[config.mk]
export PLATFORM = sky130hd
export DESIGN_NAME = ntg_gate
export DESIGN_NICKNAME = d
export VERILOG_FILES = /design/src/rtl/ntg_pkg.sv /design/src/rtl/ntg_mode_policy.sv /design/src/rtl/ntg_trap_decode.sv /design/src/rtl/ntg_qualify.sv /design/src/rtl/ntg_gate.sv
export SDC_FILE = /design/constraint.sdc
export NUM_CORES = 1
export LEC_CHECK = 0
export BUFFER_PORTS_ARGS = -buffer_cell sky130_fd_sc_hd__clkbuf_2
export CAP_MARGIN = 20
export CORE_AREA = 2 2 81 83
export DETAILED_ROUTE_END_ITERATION = 8
export DIE_AREA = 0 0 83 85
export GPL_TIMING_DRIVEN = 0
export MAX_ROUTING_LAYER = met4
export PLACE_DENSITY = 0.64
export SYNTH_ARGS = -nofsm -noshare
export SYNTH_HDL_FRONTEND = slang
export SYNTH_SLANG_ARGS = --single-unit
[constraint.sdc]
create_clock -name vclk -period 3.8
set_input_delay 0.19 -clock vclk [all_inputs]
set_output_delay 0.19 -clock vclk [all_outputs]
set_load 0.005 [all_outputs]
[src/rtl/ntg_pkg.sv]
package ntg_pkg;
  typedef enum logic [1:0] {
    PRIV_U   = 2'd0,
    PRIV_S   = 2'd1,
    PRIV_RSV = 2'd2,
    PRIV_M   = 2'd3
  } priv_e;

  // Interrupt-enable and delegation view used by the reentrancy policy.
  typedef struct packed {
    logic mie;
    logic sie;
    logic vsie;
    logic m_deleg;
    logic h_deleg;
  } irq_ctx_t;

  // One term per level: a level blocks only if the breakpoint would be
  // handled there and that level's handler has interrupts masked.
  function automatic logic reentry_ok(priv_e p, logic v, irq_ctx_t c);
    logic m_term, hs_term, vs_term;
    m_term  = (p != PRIV_M) || c.mie;
    hs_term = (p != PRIV_S) || v || !c.m_deleg || c.sie;
    vs_term = (p != PRIV_S) || !v || !c.m_deleg || !c.h_deleg || c.vsie;
    return m_term && hs_term && vs_term;
  endfunction
endpackage

[src/rtl/ntg_mode_policy.sv]
module ntg_mode_policy
  import ntg_pkg::*;
(
  input  logic [1:0] priv,
  input  logic       virt,
  input  irq_ctx_t   ctx,
  output logic       allow
);
  priv_e level;
  assign level = priv_e'(priv);
  assign allow = reentry_ok(level, virt, ctx);
endmodule

[src/rtl/ntg_trap_decode.sv]
module ntg_trap_decode #(
  parameter int XLEN = 64
) (
  input  logic            valid,
  input  logic [XLEN-1:0] cause,
  input  logic [XLEN-1:0] int_sel,
  input  logic [XLEN-1:0] exc_sel,
  output logic            raw_hit,
  output logic            in_range
);
  localparam int IDXW = $clog2(XLEN);

  logic            is_int;
  logic [XLEN-2:0] idx_full;
  logic [IDXW-1:0] idx;
  logic [XLEN-1:0] mask;

  assign is_int   = cause[XLEN-1];
  assign idx_full = cause[XLEN-2:0];
  assign in_range = (idx_full < (XLEN-1)'(XLEN));
  assign idx      = idx_full[IDXW-1:0];
  assign mask     = is_int ? int_sel : exc_sel;
  assign raw_hit  = valid && in_range && mask[idx];

  always_comb begin
    if (!in_range) AST_IDX_RANGE: assert (!raw_hit);
    if (!valid) AST_TRAP_IDLE: assert (!raw_hit);
  end
endmodule

[src/rtl/ntg_qualify.sv]
module ntg_qualify #(
  parameter int ACT_W = 4
) (
  input  logic [ACT_W-1:0] action,
  input  logic             allow,
  input  logic             raw_mem,
  input  logic             raw_icnt,
  input  logic             raw_trap,
  output logic             hit_mem,
  output logic             hit_icnt,
  output logic             hit_trap,
  output logic             trap_after
);
  localparam logic [ACT_W-1:0] ACT_BKPT = '0;

  logic gate_open;
  logic [2:0] raw_vec, hit_vec;

  assign gate_open = (action != ACT_BKPT) || allow;
  assign raw_vec   = {raw_trap, raw_icnt, raw_mem};

  for (genvar g = 0; g < 3; g++) begin : g_src
    assign hit_vec[g] = raw_vec[g] && gate_open;
  end

  assign hit_mem    = hit_vec[0];
  assign hit_icnt   = hit_vec[1];
  assign hit_trap   = hit_vec[2];
  assign trap_after = hit_vec[2];
endmodule

[src/rtl/ntg_gate.sv]
module ntg_gate
  import ntg_pkg::*;
#(
  parameter int XLEN  = 64,
  parameter int ACT_W = 4
) (
  input  logic [1:0]       priv,
  input  logic             virt,
  input  logic             mie,
  input  logic             sie,
  input  logic             vsie,
  input  logic             medeleg_bkpt,
  input  logic             hedeleg_bkpt,
  input  logic [ACT_W-1:0] action,
  input  logic             raw_mem,
  input  logic             raw_icnt,
  input  logic             trap_valid,
  input  logic [XLEN-1:0]  trap_cause,
  input  logic [XLEN-1:0]  trap_int_sel,
  input  logic [XLEN-1:0]  trap_exc_sel,
  output logic             hit_mem,
  output logic             hit_icnt,
  output logic             hit_trap,
  output logic             trap_after
);
  irq_ctx_t ctx;
  logic     allow;
  logic     trap_raw;
  logic     trap_in_range;

  assign ctx = '{mie: mie, sie: sie, vsie: vsie,
                 m_deleg: medeleg_bkpt, h_deleg: hedeleg_bkpt};

  ntg_mode_policy u_policy (
    .priv (priv),
    .virt (virt),
    .ctx  (ctx),
    .allow(allow)
  );

  ntg_trap_decode #(.XLEN(XLEN)) u_trap (
    .valid   (trap_valid),
    .cause   (trap_cause),
    .int_sel (trap_int_sel),
    .exc_sel (trap_exc_sel),
    .raw_hit (trap_raw),
    .in_range(trap_in_range)
  );

  ntg_qualify #(.ACT_W(ACT_W)) u_qual (
    .action    (action),
    .allow     (allow),
    .raw_mem   (raw_mem),
    .raw_icnt  (raw_icnt),
    .raw_trap  (trap_raw),
    .hit_mem   (hit_mem),
    .hit_icnt  (hit_icnt),
    .hit_trap  (hit_trap),
    .trap_after(trap_after)
  );

  logic bkpt_act;
  assign bkpt_act = (action == '0);

  always_comb begin
    if (!bkpt_act)
      AST_PASSTHRU: assert (hit_mem == raw_mem && hit_icnt == raw_icnt && hit_trap == trap_raw);
    if (bkpt_act && priv == 2'd3 && !mie)
      AST_M_MASK: assert (!hit_mem && !hit_icnt && !hit_trap);
    if (bkpt_act && priv == 2'd1 && !virt && medeleg_bkpt && !sie)
      AST_S_MASK: assert (!hit_mem && !hit_icnt && !hit_trap);
    if (bkpt_act && priv == 2'd1 && virt && medeleg_bkpt && hedeleg_bkpt && !vsie)
      AST_VS_MASK: assert (!hit_mem && !hit_icnt && !hit_trap);
    if (priv == 2'd0 || priv == 2'd2)
      AST_USER_OPEN: assert (hit_mem == raw_mem && hit_icnt == raw_icnt && hit_trap == trap_raw);
    AST_NO_SPURIOUS: assert ((!hit_mem || raw_mem) && (!hit_icnt || raw_icnt) && (!hit_trap || trap_raw));
    if (hit_trap)
      AST_TRAP_SRC: assert (trap_valid && trap_in_range);
    AST_AFTER_FLAG: assert (trap_after == hit_trap);
  end
endmodule

==> metrics.md, run 1 <==
| Metric | Value |
|---|---|
| Status | finished, final reports clean |
| Hold WC Path Type | in -> out |
| Crit path cell chain | clkbuf_2, buf_2, buf_2, nor2_1, a22oi_1, nand4_1, o2111ai_1, o311ai_1, a211oi_1, buf_4, clkbuf_2 |
| Fmax | roughly 410 MHz |
| Syn Nets | around 340 |
| Pin count of the biggest net entering global routing | 11 |
| Grt total ovfl | 0 |
| WP data arrival | 2.27 ns |
| Yosys warns | 0 |
| Detailed Route WL | 6.170 mm |
| Placer's final routability congestion estimate | around 0.75 |
| Fillers | around 650 |
| Total Power | 0.2384 mW |
| Sequential cell count | 0 |
| Met2 Usage GRT | approximately 32% |
| Slowest library cell on the worst path | a211oi_1 |
| Antenna fix cells | 0 |
| Hold_buf cts | 0 |
| CP endpoint kind | output pin |
| Die height | ~85 um |
| Sw frac | a little under two fifths |
| Routed via count | ~2,000 |
| Core Box Area | 6205 sq um |
| Top delay family on crit path | buffers and inverters |
| Antenna violations before repair | 0 |
| Drt via density | between 4 and 5 |
| CTS resizes | 0 |
| WL per Instance | about 15 um |
| Clk pwr share | 0% |
| TritonRoute pass-1 iters | 4 |
| Largest stage delay on the critical path | between 0.3 and 0.4 ns |
| Die area | just over 7000 sq um |
| Vias in the first global route | 2,074 |
| Buf/Inv on CP | 5 |
| Final worst path period need | between 2 and 2.5 ns |
| DRT iter0 DRCs | 48 |
| Num rows | 29 |
| VDD IR max | approximately 0.000043 V |
| Synth unique cells | 28 |
| GR peak layer | met2 |
| Synth Instances | 134 |
| RSZ-0062 raised after global routing | no |
| Worst setup SP type | input pin |
| Final core utilization | roughly two fifths |
| Met1 usage | about a fifth |
| Max_cap viols | 0 |
| Setup Fix Bufs, Post-CTS | 0 |
| Fraction of layout cells with a size suffix above 1 | 65.60% |
| Dpl hpwl | roughly 5.7 mm |
| Psw | 0.08808 mW |
| Post-route DRC | 0 |
| Logic pwr share | 100.0% |
| Final Hold Fails | 0 |
| Max_slew headroom | 66.09% |
| First-pass GRT wire length | around 9.4 mm |
| Flip-flop and latch area | 0 sq um |
| Worst Tran Pin Value | 0.5087 ns |
| Die Wd | ~83 um |
| M3 GR Usage | about 1.2% |
| Initial core utilization | a little under a quarter |
| Layout Nets | approximately 550 |
| # port buffers | 209 |
| Io pins | roughly 210 |
| Sequential share of power | 0% |
| Pwr Density | around 94 nW/um^2 |
| Final Cycle Share | around two thirds |
| CP Max Fanout | 10 |
| Slew Viols, Final | 0 |
| Setup TNS | 0 ns |
| Post-synthesis sequential area ratio | 0% |
| Tot GR Track Use | 16.57% |
| Leak pwr | ~1.4 nW |
| Internal power | around 0.15 mW |
| # clk buffers | 0 |
| Syn Area/Cell | 10.47 sq um |
| Post-synthesis cell area | about 1400 sq um |
| Remaining antenna violation count | 0 |
| P&R area growth vs syn | 81.45% |
| Area of the multi-input gates | 1271 sq um |
| Final number of setup-violating endpoints | 0 |
| CP required | ~3.6 ns |
| Setup Crit Path Kind | in -> out |
## worst paths after layout
kind          start    endpoint  slack, ns  cells past startpoint
min         raw_mem     hit_mem       0.67                      3
max   trap_cause[1]  trap_after       1.34                     11
## final cells by class
| class | instances | share of cell area (%) |
|---|---|---|
| inverter | 1 | 0.1475 |
| tap | 77 | 3.786 |
| buffer | 14 | 5.015 |
| timing repair buffer | 209 | 41.10 |
| multi-input combinational | 119 | 49.95 |
## power groups by stage
stage	logic, mW	registers, mW	clock network [mW]
2_1_floorplan	0.114	0	0
3_3_place_gp	0.237	0	0
3_5_place_dp	0.241	0	0
4_1_cts	0.242	0	0
5_1_grt	0.261	0	0
6_report	0.238	0	0
## cells in the final DEF, fill, tap and decap left out, drive strengths merged, types with 2 or more instances in the layout
cell     count
mux4        20
buf         10
o311ai       2
nand2        4
clkbuf     213
nor2b        7
o211ai       3
mux2i       30
nand3        2
o2111ai      3
a22oi       12
nor4        14
a211oi       6
nor2         2
nand4        6
## tightest hold or removal path: stages
cell      delay [ns]
clkbuf_2        0.07
nor2b_1         0.11
clkbuf_2        0.10
## Yosys cell counts
cell,n,area [sq um]
inv_1,1,3.750
a22oi_1,12,90.09
o22ai_1,1,6.260
nand4_1,6,37.54
mux4_2,5,112.6
nor4_1,14,87.58
o211ai_1,3,22.52
mux2_2,1,11.26
nand3_1,2,10.01
a211oi_1,6,45.04
and3_1,1,6.260
o311ai_1,2,17.52
and2_1,1,6.260
mux2i_1,30,300.3
a21o_1,1,7.510
nor2b_1,7,43.79
buf_2,3,15.01
o2111ai_1,3,26.28
and2b_1,1,7.510
nor2_1,2,7.510
mux4_1,15,394.1
buf_4,2,15.01
buf_6,2,22.52
nor4b_1,1,8.760
clkbuf_1,4,15.01
or4_1,1,7.510
nand2_1,4,15.01
buf_12,3,60.06
## cell families after synthesis
logic type | count (synthesis) | share of synthesized area, %
buffers and inverters | 15 | 9.365
multiplexers | 51 | 58.34
AO/OA/AOI/OAI | 28 | 15.34
AND/OR/NAND/NOR | 40 | 16.95
## through the flow
step	std cells	hold slack (ns)	setup WS [ns]	instance area, sq um
2_1_floorplan	134	0.4969	1.803	1403
3_3_place_gp	420	0.6699	1.333	2545
3_5_place_dp	420	0.6710	1.305	2545
4_1_cts	420	0.6710	1.294	2545
5_1_grt	420	0.6814	1.138	2545
6_report	420	0.6697	1.338	2545
## routing by layer
layer	routed length [um]	share of wire [%]
met1	2362	38
met2	3337	54
met3	441	7.1
met4	29	0.47
met5	0	0
(Power assumes the default switching activity.)
==> run 2, diff against run 1 <==
==> constraint.sdc (replaced) <==
create_clock -name vclk -period 2.4
set_input_delay 0.12 -clock vclk [all_inputs]
set_output_delay 0.12 -clock vclk [all_outputs]
set_load 0.005 [all_outputs]
==> metrics.md, run 2 (synthesis gave the netlist of run 1 again) <==
| Metric | Value |
|---|---|
| Pin count of the biggest net entering global routing | 11 (unchanged) |
| RSZ-0062 raised after global routing | no |
| Post-route non-filler standard cell count | 420 (unchanged) |
| Setup Crit Path Kind | in -> out |
| Grt total ovfl | 0 (unchanged) |
| Setup TNS | 0 ns (unchanged) |
| VDD IR max | 0.00006764 V (+57%) |
| Die Wd | 83 um (unchanged) |
| Io pins | 211 (unchanged) |
| Tot GR Track Use | 16.57% (unchanged) |
| Post-placement setup slack | 0.04511 ns (-1.260 ns) |
| Num rows | 29 (unchanged) |
| Crit path launch | trap_cause[1] |
| # port buffers | 209 (unchanged) |
| Drt via density | 4.860 (+0.39%) |
| Critical Path Sink | trap_after |
| CP required | 2.28 ns (-1.33 ns) |
| # clk buffers | 0 (unchanged) |
| Placer's final routability congestion estimate | 0.7465 (unchanged) |
| Sw frac | 37.14% (+0.19 points) |
| Die height | 85 um (unchanged) |
| WL per Instance | 14.71 um (+0.15%) |
| Die area | 7055 sq um (unchanged) |
| Routed via count | 2,041 (+0.39%) |
| Final worst path period need | between 2 and 2.5 ns |
| Core Box Area | 6205 sq um (unchanged) |
| Final Hold Fails | 0 (unchanged) |
| Placed insts | 420 (unchanged) |
| Final number of setup-violating endpoints | 0 (unchanged) |
| Layout Nets | 552 (unchanged) |
| Setup slack after layout | 0.1758 ns (-1.162 ns) |
| Post-route DRC | 0 (unchanged) |
| Antenna violations before repair | 0 (unchanged) |
| DRT iter0 DRCs | 43 (-10%) |
| Max_slew headroom | 66.87% (+0.79 points) |
| Most frequent cells in the layout | clkbuf_2, mux2i_1, mux4_1 |
| Logic pwr share | 100.0% (about the same) |
| Clk pwr share | 0% (unchanged) |
| Max_cap viols | 0 (unchanged) |
| Worst Tran Pin Value | 0.4969 ns (-0.01178 ns) |
| Flip-flop and latch area | 0 sq um (unchanged) |
| Hold WC Path Type | in -> out |
| WP data arrival | 2.10 ns (-0.17 ns) |
| CP endpoint kind | output pin |
| Commonest non-fill, non-tap cell in the layout | clkbuf_2 |
| Vias in the first global route | 2,074 (unchanged) |
| Leak pwr | 1.419 nW (+0.14%) |
| Dpl hpwl | 5.673 mm (unchanged) |
| First-pass GRT wire length | 9.356 mm (unchanged) |
| Remaining antenna violation count | 0 (unchanged) |
| Antenna fix cells | 0 (unchanged) |
| Sequential cell count | 0 (unchanged) |
| P&R area growth vs syn | 82.69% |
| Pwr Density | 148.6 nW/um^2 (+59%) |
| Psw | 0.1415 mW (+61%) |
| Detailed Route WL | 6.179 mm (+0.15%) |
| Fmax | ~450 MHz |
| Slew Viols, Final | 0 (unchanged) |
| Final core utilization | 41.30% (+0.28 points) |
| Initial core utilization | 22.61% (unchanged) |
| Final Cycle Share | 92.68% |
| CP Max Fanout | 10 (unchanged) |
| Status | finished, final reports clean |
| Setup Fix Bufs, Post-CTS | 0 (unchanged) |
| Worst setup SP type | input pin |
| Fraction of layout cells with a size suffix above 1 | 66.47% (+0.87 points) |
| Internal power | 0.2394 mW (+59%) |
| Sequential share of power | 0% (unchanged) |
| TritonRoute pass-1 iters | 7 (+3) |
[run 2: changes by cell type in the layout (fill, tap and decap cells not counted), sizes merged]
cell	change
buf	-1
clkbuf	+1
[run 2: power groups by stage]
stage | Clock [mW] | Sequential [mW] | Combinational (mW)
floorplan | 0 | 0 | 0.180
global placement | 0 | 0 | 0.375
detailed placement | 0 | 0 | 0.382
CTS | 0 | 0 | 0.383
global route | 0 | 0 | 0.417
finish | 0 | 0 | 0.381
[run 2: worst max-delay path, cell delays in order]
cell and delay [ns]:
clkbuf_2 0.13, buf_2 0.24, clkbuf_4 0.26, mux4_2 0.31, o211ai_1 0.19, nand2_1 0.08, o311ai_1 0.37, a211oi_2 0.14
buf_4 0.15, clkbuf_2 0.10
[run 2: routing by layer]
metal,track usage [%],up-vias,part of all wire (%)
li1,-,1025,-
met1,19.59,906,38
met2,32.26,108,54
met3,1.167,2,7.3
met4,0.7452,0,0.47
met5,-,-,0
[run 2: per-stage QoR]
step | hold slack [ns] | power, mW | instance area, sq um
CTS | 0.5310 | 0.3833 | 2545
global route | 0.5414 | 0.4172 | 2562
global placement | 0.5299 | 0.3753 | 2545
detailed placement | 0.5310 | 0.3818 | 2545
floorplan | 0.3569 | 0.1800 | 1403
finish | 0.5299 | 0.3809 | 2562
[run 2: how the worst min path moves through the flow]
stage | end | depth (start not counted) | startpoint | slack (ns)
2_1_floorplan | hit_icnt | 1 | raw_icnt | 0.36
4_1_cts | hit_mem | 3 | raw_mem | 0.53
3_3_place_gp | hit_mem | 3 | raw_mem | 0.53
6_report | hit_mem | 3 | raw_mem | 0.53
3_5_place_dp | hit_mem | 3 | raw_mem | 0.53
5_1_grt | hit_mem | 3 | raw_mem | 0.54
[run 2: area by class of cell]
type	count	area, sq um
fill	641	3642
multi-input combinational	119	1286
timing repair buffer	209	1046
buffer	14	130.1
tap	77	96.34
inverter	1	3.754
[run 2: what timing repair did]
item                                    CTS  global route
resized for setup                         0             4
hold buffers                              0             0
endpoints found under the setup margin    0             2
==> run 3, diff against run 2 <==
==> constraint.sdc (replaced) <==
create_clock -name vclk -period 2.11
set_input_delay 0.1055 -clock vclk [all_inputs]
set_output_delay 0.1055 -clock vclk [all_outputs]
set_load 0.005 [all_outputs]
==> metrics.md, run 3 (synthesis gave the netlist of run 1 again) <==
| Metric | Value |
|---|---|
| Io pins | 211 (unchanged) |
| TritonRoute pass-1 iters | 4 (-3) |
| CP required | 2.00 ns (-0.28 ns) |
| Placer's final routability congestion estimate | 0.7465 (unchanged) |
| Initial core utilization | 22.61% (unchanged) |
| Final worst path period need | about 2 ns |
| Area of the multi-input gates | 1349 sq um (+4.9%) |
| P&R area growth vs syn | 89.56% |
| Worst setup SP type | input pin |
| Drt via density | 4.874 (+0.29%) |
| Die height | 85 um (unchanged) |
| CP endpoint kind | output pin |
| Final Hold Fails | 0 (unchanged) |
| RSZ-0062 raised after global routing | no |
| Commonest non-fill, non-tap cell in the layout | clkbuf_2 |
| Fmax | approximately 500 MHz |
| CP Max Fanout | 10 (unchanged) |
| Setup TNS | 0 ns (unchanged) |
| VDD IR max | 0.00007803 V (+15%) |
| Most frequent cells in the layout | clkbuf_2, mux2i_1, mux4_1 |
| Fillers | 631 (-1.6%) |
| Grt total ovfl | 0 (unchanged) |
| Max_cap viols | 0 (unchanged) |
| Vias in the first global route | 2,078 (+0.19%) |
| # clk buffers | 0 (unchanged) |
| Routed via count | 2,042 (+0.049%) |
| Leak pwr | 1.446 nW (+1.9%) |
| Crit path launch | trap_cause[0] |
| DRT iter0 DRCs | 40 (-7.0%) |
| WL per Instance | 14.98 um (+1.8%) |
| Post-route non-filler standard cell count | 419 (-0.24%) |
| Final Cycle Share | a little over nine tenths |
| Hold WC Path Type | in -> out |
| Flip-flop and latch area | 0 sq um (unchanged) |
| Hold Path Cell Cnt | 3 (unchanged) |
| Status | finished, final reports clean |
| Sequential cell count | 0 (unchanged) |
| Core Box Area | 6205 sq um (unchanged) |
| Setup Crit Path Kind | in -> out |
| Slew Viols, Final | 0 (unchanged) |
| WP data arrival | 1.88 ns (-0.22 ns) |
| Worst Tran Pin Value | 0.6227 ns (+0.1258 ns) |
| Post-placement setup slack | -0.2159 ns (-0.2610 ns) |
| Hold Path Origin | raw_mem |
| Hold_buf cts | 0 (unchanged) |
| Setup slack after layout | 0.1207 ns (-0.05513 ns) |
| Dpl hpwl | 5.673 mm (unchanged) |
| Placed insts | 420 (unchanged) |
| Final number of setup-violating endpoints | 0 (unchanged) |
| Final core utilization | 42.85% (+1.6 points) |
| Die Wd | 83 um (unchanged) |
| Detailed Route WL | 6.275 mm (+1.6%) |
| Max_slew headroom | 58.48% (-8.4 points) |
| Fraction of layout cells with a size suffix above 1 | 69.30% (+2.8 points) |
| Post-route DRC | 0 (unchanged) |
| First-pass GRT wire length | 9.404 mm (+0.51%) |
| Cell Area, Placed | 2545 sq um (unchanged) |
| Post-route cell area | 2659 sq um (+3.8%) |
| Pwr Density | 175.0 nW/um^2 (+18%) |
| Die area | 7055 sq um (unchanged) |
| # port buffers | 209 (unchanged) |
| Num rows | 29 (unchanged) |
| Total Power | 0.4652 mW (+22%) |
| Antenna fix cells | 0 (unchanged) |
| Antenna violations before repair | 0 (unchanged) |
| Pin count of the biggest net entering global routing | 11 (unchanged) |
| Layout Nets | 551 (-0.18%) |
| Hold EP | hit_mem |
| Remaining antenna violation count | 0 (unchanged) |
| WHS | 0.5009 ns (-0.02900 ns) |
| Tot GR Track Use | 16.68% (+0.11 points) |
run 3: how the worst max path moves through the flow:
stage                     slack, ns          to
after CTS                      0.01  trap_after
after global placement        -0.19  trap_after
final                          0.12    hit_trap
after global routing           0.02    hit_trap
after detailed placement      -0.22  trap_after
after floorplan                0.28  trap_after
run 3: critical path, cell delays in order:
cell and delay (ns):
buf_6 0.12, buf_12 0.15, buf_12 0.14, buf_12 0.14, mux2i_1 0.12, a22oi_1 0.23, o211ai_1 0.16, o2111ai_2 0.13
o311ai_4 0.14, a211oi_2 0.27, clkbuf_2 0.16
run 3: timing repair:
| item | in CTS | in global routing |
|---|---|---|
| resized for setup | 9 | 15 |
| cloned | 0 | 1 |
| pin swaps | 3 | 10 |
| setup endpoints to repair | 2 | 2 |
| buffers inserted | 0 | 0 |
run 3: metal layers:
layer	GRT usage (%)	up-vias	routed length, um
li1	-	1022	-
met1	19.83	914	2492
met2	32.48	104	3367
met3	0.9728	2	386
met4	0.7452	0	29
met5	-	-	0
run 3: final cells by class:
type | instances | area share, %
Buffer | 12 | 5.129
Inverter | 1 | 0.1412
Multi-Input combinational cell | 119 | 50.73
Tap cell | 77 | 3.624
Timing Repair Buffer | 210 | 40.38
run 3: where the power goes:
part	internal, mW	total, mW	leakage (nW)	switching [mW]
sequential	0	0	0	0
combinational	0.289	0.465	1.45	0.176
clock	0	0	0	0
